--- config.mk ---
export PLATFORM = sky130hd
export DESIGN_NAME = eaq_qualifier
export DESIGN_NICKNAME = d
export VERILOG_FILES = /design/src/rtl/eaq_pkg.sv /design/src/rtl/eaq_decode.sv /design/src/rtl/eaq_realmode.sv /design/src/rtl/eaq_fault.sv /design/src/rtl/eaq_qualifier.sv
export SDC_FILE = /design/constraint.sdc
export NUM_CORES = 1
export LEC_CHECK = 0
export BUFFER_PORTS_ARGS = -buffer_cell sky130_fd_sc_hd__clkbuf_2
export CAP_MARGIN = 20
export CELL_PAD_IN_SITES_DETAIL_PLACEMENT = 1
export CELL_PAD_IN_SITES_GLOBAL_PLACEMENT = 2
export CORE_ASPECT_RATIO = 1.25
export CORE_MARGIN = 8
export CORE_UTILIZATION = 31
export CTS_BUF_LIST = sky130_fd_sc_hd__clkbuf_2 sky130_fd_sc_hd__clkbuf_4 sky130_fd_sc_hd__clkbuf_8
export DETAILED_ROUTE_END_ITERATION = 8
export GPL_TIMING_DRIVEN = 0
export PLACE_DENSITY_LB_ADDON = 0.1
export SYNTH_ARGS = -nofsm -noshare
export SYNTH_HDL_FRONTEND = slang
export SYNTH_SLANG_ARGS = --single-unit
export TNS_END_PERCENT = 20
--- constraint.sdc ---
create_clock -name clk -period 2 [get_ports clk]
set_input_delay 0.2 -clock clk [delete_from_list [all_inputs] [get_ports clk]]
set_output_delay 0.2 -clock clk [all_outputs]
set_load 0.01 [all_outputs]
--- src/rtl/eaq_pkg.sv ---
package eaq_pkg;
  typedef enum logic [1:0] {
    ACC_LOAD  = 2'b00,
    ACC_STORE = 2'b01,
    ACC_FETCH = 2'b10,
    ACC_RSVD  = 2'b11
  } acc_e;

  typedef enum logic [1:0] {
    EXC_NONE = 2'd0,
    EXC_ISEG = 2'd1,
    EXC_DSEG = 2'd2
  } exc_e;

  localparam int RSVD_BITS = 10;
  localparam int TOP_CLR   = 4;
endpackage

--- src/rtl/eaq_decode.sv ---
module eaq_decode import eaq_pkg::*; #(
  parameter int ADDR_W = 64,
  parameter int LPID_W = 12,
  parameter int PID_W  = 20
) (
  input  logic [ADDR_W-1:0] ea,
  input  logic              hv_mode,
  input  logic [LPID_W-1:0] lpid_reg,
  input  logic [PID_W-1:0]  pid_reg,
  output logic              legal,
  output logic [LPID_W-1:0] lpid,
  output logic [PID_W-1:0]  pid
);
  logic [1:0] quad;
  logic       rsvd_hit;
  logic       use_lp, use_pd, quad_ok;

  assign quad     = ea[ADDR_W-1 -: 2];
  assign rsvd_hit = |ea[ADDR_W-3 -: RSVD_BITS];

  always_comb begin
    use_lp  = 1'b0;
    use_pd  = 1'b0;
    quad_ok = 1'b1;
    if (hv_mode) begin
      unique case (quad)
        2'd0: use_pd = 1'b1;
        2'd1: begin use_lp = 1'b1; use_pd = 1'b1; end
        2'd2: use_lp = 1'b1;
        default: ;
      endcase
    end else begin
      unique case (quad)
        2'd0: begin use_lp = 1'b1; use_pd = 1'b1; end
        2'd3: use_lp = 1'b1;
        default: quad_ok = 1'b0;
      endcase
    end
  end

  assign legal = quad_ok && !rsvd_hit;
  assign lpid  = (legal && use_lp) ? lpid_reg : '0;
  assign pid   = (legal && use_pd) ? pid_reg  : '0;
endmodule

--- src/rtl/eaq_realmode.sv ---
module eaq_realmode import eaq_pkg::*; #(
  parameter int ADDR_W = 64
) (
  input  logic [ADDR_W-1:0] ea,
  input  logic [ADDR_W-1:0] rm_offset,
  output logic [ADDR_W-1:0] masked,
  output logic [ADDR_W-1:0] raddr
);
  function automatic logic [ADDR_W-1:0] clr_top(input logic [ADDR_W-1:0] a);
    return {{TOP_CLR{1'b0}}, a[ADDR_W-TOP_CLR-1:0]};
  endfunction

  assign masked = clr_top(ea);
  assign raddr  = ea[ADDR_W-1] ? masked : (masked | rm_offset);
endmodule

--- src/rtl/eaq_fault.sv ---
module eaq_fault import eaq_pkg::*; (
  input  logic       fault,
  input  logic [1:0] acc,
  output exc_e       exc,
  output logic       dar_we
);
  always_comb begin
    exc    = EXC_NONE;
    dar_we = 1'b0;
    if (fault) begin
      if (acc == ACC_FETCH) exc = EXC_ISEG;
      else begin
        exc    = EXC_DSEG;
        dar_we = 1'b1;
      end
    end
  end
endmodule

--- src/rtl/eaq_qualifier.sv ---
module eaq_qualifier import eaq_pkg::*; #(
  parameter int ADDR_W     = 64,
  parameter int LPID_W     = 12,
  parameter int PID_W      = 20,
  parameter int PAGE_SHIFT = 12,
  parameter int PS_W       = 8
) (
  input  logic              clk,
  input  logic              rst_n,
  input  logic              req,
  input  logic [ADDR_W-1:0] ea,
  input  logic              hv_mode,
  input  logic              reloc,
  input  logic [1:0]        acc,
  input  logic [LPID_W-1:0] lpid_reg,
  input  logic [PID_W-1:0]  pid_reg,
  input  logic [ADDR_W-1:0] rm_offset,
  output logic              done,
  output logic              id_valid,
  output logic [LPID_W-1:0] lpid_o,
  output logic [PID_W-1:0]  pid_o,
  output logic              real_mode,
  output logic              part_only,
  output logic [ADDR_W-1:0] real_addr,
  output logic [2:0]        perm_rwx,
  output logic [PS_W-1:0]   page_shift,
  output logic              seg_fault,
  output logic [1:0]        exc_class,
  output logic [ADDR_W-1:0] fault_dar,
  output logic              err_clr
);
  localparam logic [PS_W-1:0] PS_VAL = PS_W'(PAGE_SHIFT);

  logic              dec_legal;
  logic [LPID_W-1:0] dec_lpid;
  logic [PID_W-1:0]  dec_pid;
  logic [ADDR_W-1:0] ea_masked, rm_addr;
  exc_e              n_exc;
  logic              dar_we;

  logic path_rm, path_po, path_vm;
  logic n_fault, n_idv;
  logic [LPID_W-1:0] n_lpid;
  logic [PID_W-1:0]  n_pid;
  logic [ADDR_W-1:0] n_raddr;

  eaq_decode #(.ADDR_W(ADDR_W), .LPID_W(LPID_W), .PID_W(PID_W)) u_dec (
    .ea(ea), .hv_mode(hv_mode), .lpid_reg(lpid_reg), .pid_reg(pid_reg),
    .legal(dec_legal), .lpid(dec_lpid), .pid(dec_pid)
  );

  eaq_realmode #(.ADDR_W(ADDR_W)) u_rm (
    .ea(ea), .rm_offset(rm_offset), .masked(ea_masked), .raddr(rm_addr)
  );

  assign path_rm = hv_mode && !reloc;
  assign path_po = !hv_mode && !reloc;
  assign path_vm = reloc;
  assign n_fault = path_vm && !dec_legal;
  assign n_idv   = (path_vm && dec_legal) || path_po;
  assign n_lpid  = path_vm ? dec_lpid : (path_po ? lpid_reg : '0);
  assign n_pid   = path_vm ? dec_pid : '0;
  assign n_raddr = path_rm ? rm_addr : (path_po ? ea_masked : '0);

  eaq_fault u_flt (.fault(n_fault), .acc(acc), .exc(n_exc), .dar_we(dar_we));

  always_ff @(posedge clk or negedge rst_n) begin
    if (!rst_n) begin
      done       <= 1'b0;
      id_valid   <= 1'b0;
      lpid_o     <= '0;
      pid_o      <= '0;
      real_mode  <= 1'b0;
      part_only  <= 1'b0;
      real_addr  <= '0;
      perm_rwx   <= '0;
      page_shift <= '0;
      seg_fault  <= 1'b0;
      exc_class  <= '0;
      fault_dar  <= '0;
      err_clr    <= 1'b0;
    end else begin
      done <= req;
      if (req) begin
        id_valid   <= n_idv;
        lpid_o     <= n_lpid;
        pid_o      <= n_pid;
        real_mode  <= path_rm;
        part_only  <= path_po;
        real_addr  <= n_raddr;
        perm_rwx   <= path_rm ? 3'b111 : 3'b000;
        page_shift <= path_rm ? PS_VAL : '0;
        seg_fault  <= n_fault;
        exc_class  <= n_exc;
        err_clr    <= n_fault;
        if (dar_we) fault_dar <= ea;
      end
    end
  end

  a_r1_rsvd_faults: assert property (@(posedge clk) disable iff (!rst_n)
    (req && reloc && (|ea[ADDR_W-3 -: RSVD_BITS])) |=> (seg_fault && !id_valid));
  a_r3_fault_no_ids: assert property (@(posedge clk) disable iff (!rst_n)
    seg_fault |-> (!id_valid && lpid_o == '0 && pid_o == '0));
  a_r4_class_with_fault: assert property (@(posedge clk) disable iff (!rst_n)
    seg_fault |-> (exc_class != 2'd0));
  a_r5_dar_holds: assert property (@(posedge clk) disable iff (!rst_n)
    (done && exc_class != 2'd2) |-> $stable(fault_dar));
  a_r8_rm_perms: assert property (@(posedge clk) disable iff (!rst_n)
    real_mode |-> (perm_rwx == 3'b111 && !seg_fault));
  a_r10_done_after_req: assert property (@(posedge clk) disable iff (!rst_n)
    req |=> done);
  a_r10_no_spurious_done: assert property (@(posedge clk) disable iff (!rst_n)
    !req |=> !done);
  a_r10_hold: assert property (@(posedge clk) disable iff (!rst_n)
    !req |=> $stable({id_valid, lpid_o, pid_o, real_addr, seg_fault, exc_class, fault_dar}));
endmodule

==> results.toml <==
[status]
outcome = "finished, final reports clean"

[route]
dr_wl_met3_um = 2110
met1_length_um = 10700
dr_wl_met2_um = 14700
first_pass_iters = 5
drt_wl_total_um = 28200
post_drt_via_cell_ratio = 4.78
wl_per_cell_um = 20.6
postRouteAntennaNets = 0
via_count = 6547
top_layer_used = "met4"
drc = 0
first_iter_violations = 194

[timing]
fmax_mhz = 531
rsz0062_at_grt = "false"
max-slew-margin-rel_pct = 52.8
fin_ws_ns = 0.116
fin_tns_setup_ns = 0
worst_pin_slew_ns = 0.707
setup_violations = 0
period_share_pct = 94.2
clock_skew_ns = 0
hold_ws_ns = 0.0275
period_needed_ns = 1.88
slew_viol_final = 0
finalHoldViolations = 0

[pwr]
peakVddDrop_mv = 0.430
leakage_nw = 5.52
p_per_area_mw_per_mm2 = 772

[clock_tree]
clkLatencyLatePin_ns = 0.45
htree_levels = 4
cts_buffers = 17
cts_tree = "yes"
root_buffer = "clkbuf_8"
clk_path_buf_depth = 2
cts_sinks = 167
path_clk_slew_ns = 0.09

[place]
io_buffer_count = 339
pre_cts_ws_ns = -0.0929
place_congestion = 0.772
place_inst = 1193
post-dp-hpwl_um = 20600

[final_layout]
fin_cells = 1369
final_common_cell = "clkbuf_2"
final_cell_mix = "clkbuf_2, dfrtp_1, dlygate4sd3_1"
num-nets-final = 1240
syn_to_final_growth_pct = 56.7
n_fill_cell = 2478
drive_gt1_share_pct = 42.5
seqCellArea_mm2 = 0.00418
post-route-util_pct = 49.3
multi_input_area_mm2 = 0.00245

[global_route]
first_global_vias = 7617
grt_pass1_wl_um = 43500
grt_start_max_net_pins = 88
overflow = 0
grt_antenna_before_repair = 2
grt.total_usage_pct = 20.3

[hold_path]
hold_path_class = "primary input to flop"

[yosys]
synth_area_per_cell_um2 = 12.4
ys_warn_count = 0
synth_area_mm2 = 0.00699
synth_top_area_share_pct = 59.7
ys_types = 34
synth-seq-cells = 167
yosysSeqAreaShare_pct = 59.7
synthCells = 565
synth.area.top_cells = "dfrtp_1, mux2_4, a221oi_1"
yosys.area.top_type = "dfrtp_1"

[critical_path]
cp.arrival_ns = 2.22
crit_chain = "dlygate4sd3_1 > clkbuf_2 > inv_2 > ha_4 > nand2b_1 > nand4_1 > nand2_2 > buf_12 > buf_12 > mux2_4"
cp_top_family = "buffers and inverters"
start_kind = "primary input"
path_max_fanout = 10
r2r_slack_ns = 1.18
worst_path_max_delay_cell = "dlygate4sd3_1"
path_class = "primary input to flop"
critPathCaptureType = "flop"
max_stage_delay_ns = 0.55
critPathBufInv = 5
cp_common_cell = "buf_12"
critPathRequiredTime_ns = 2.34

[floorplan]
die-area_mm2 = 0.0277
fp.dieH_um = 184
fp.dieW_um = 150
core_mm2 = 0.0222
rows = 61
start_util_pct = 31.5
ios = 346

[job]
maxCapViolations = 0
==> cells in the mapped netlist <==
library cell	n
mux2_4	41
nand2_2	2
a32o_1	1
dfrtp_1	167
inv_2	1
o31ai_2	1
buf_1	7
nor2_1	122
and4_1	1
a22o_1	20
or3_1	1
nand3_1	6
nand2_1	21
buf_6	2
clkbuf_1	27
clkinv_1	1
a21oi_4	1
buf_4	13
buf_2	1
nand4_1	1
nor4_1	2
and3_1	1
buf_12	5
a221oi_1	60
a21o_1	2
nand3b_1	1
o21ai_0	7
mux2_2	15
nor2b_1	1
o2bb2ai_1	20
nand2b_1	1
conb_1	1
inv_1	10
ha_1	2
==> final cells by class <==
cell class | instances | share of cell area [%]
sequential | 167 | 38.1
timing repair buffer | 482 | 28.9
multi-input combinational | 336 | 22.4
buffer | 55 | 3.23
tap | 283 | 3.23
clock buffer | 20 | 2.34
clock inverter | 12 | 1.31
inverter | 12 | 0.411
antenna | 2 | 0.0457
==> worst paths after layout <==
check	from	end	cells past startpoint
max	ea[63]	fault_dar[46]	10
min	rm_offset[12]	real_addr[12]	3
max reg2reg	perm_rwx[1]	perm_rwx[1]	2
min reg2reg	pid_o[15]	pid_o[15]	1
max in group asynchronous	rst_n	real_addr[52]	3
min in group asynchronous	rst_n	real_addr[22]	2
==> metal layers <==
metal	vias to the layer above	track usage [%]
met5	-	0
met4	0	7.41
met3	40	6.18
met2	243	36.0
met1	3250	22.4
li1	3014	-
==> kinds of logic after synthesis <==
family                     share of synthesized area [%]
AOI/OAI and AO/OA                                   13.8
adders and majority gates                          0.358
buffers and inverters                               5.69
DFF                                                 59.7
muxes                                               11.2
other                                             0.0536
and+or+nand+nor                                     9.14
==> where the power goes <==
part | internal [mW] | switching [mW] | total (mW)
sequential | 3.75 | 0.221 | 3.97
clock | 1.17 | 1.34 | 2.52
combinational | 0.997 | 0.979 | 1.98
total | 5.92 | 2.54 | 8.46
==> registers in the layout, indices dropped and copies added (netlist names) <==
| register | count |
|---|---|
| exc_class | 2 |
| real_addr | 64 |
| done | 1 |
| id_valid | 1 |
| fault_dar | 64 |
| perm_rwx | 1 |
| pid_o | 20 |
| seg_fault | 1 |
| part_only | 1 |
| lpid_o | 12 |
==> stage by stage <==
| step | power [mW] | cell area (um2) |
|---|---|---|
| after floorplan | 4.85 | 7010 |
| after global placement | 5.73 | 9060 |
| after detailed placement | 5.80 | 9100 |
| after CTS | 8.56 | 10900 |
| after global routing | 8.89 | 11000 |
| final | 8.46 | 11000 |
==> worst reg2reg max path: stages, from the launching register on <==
cell     delay [ns]
dfrtp_1        0.53
inv_1          0.07
o21ai_0        0.14
==> timing repair <==
| action | CTS | global route |
|---|---|---|
| resized for setup | 0 | 5 |
| hold buffers | 139 | 0 |
| buffers inserted | 0 | 2 |
| endpoints found under the hold margin | 217 | 0 |
| endpoints found under the setup margin | 0 | 50 |
No activity file was read; power rests on OpenSTA's default activity.
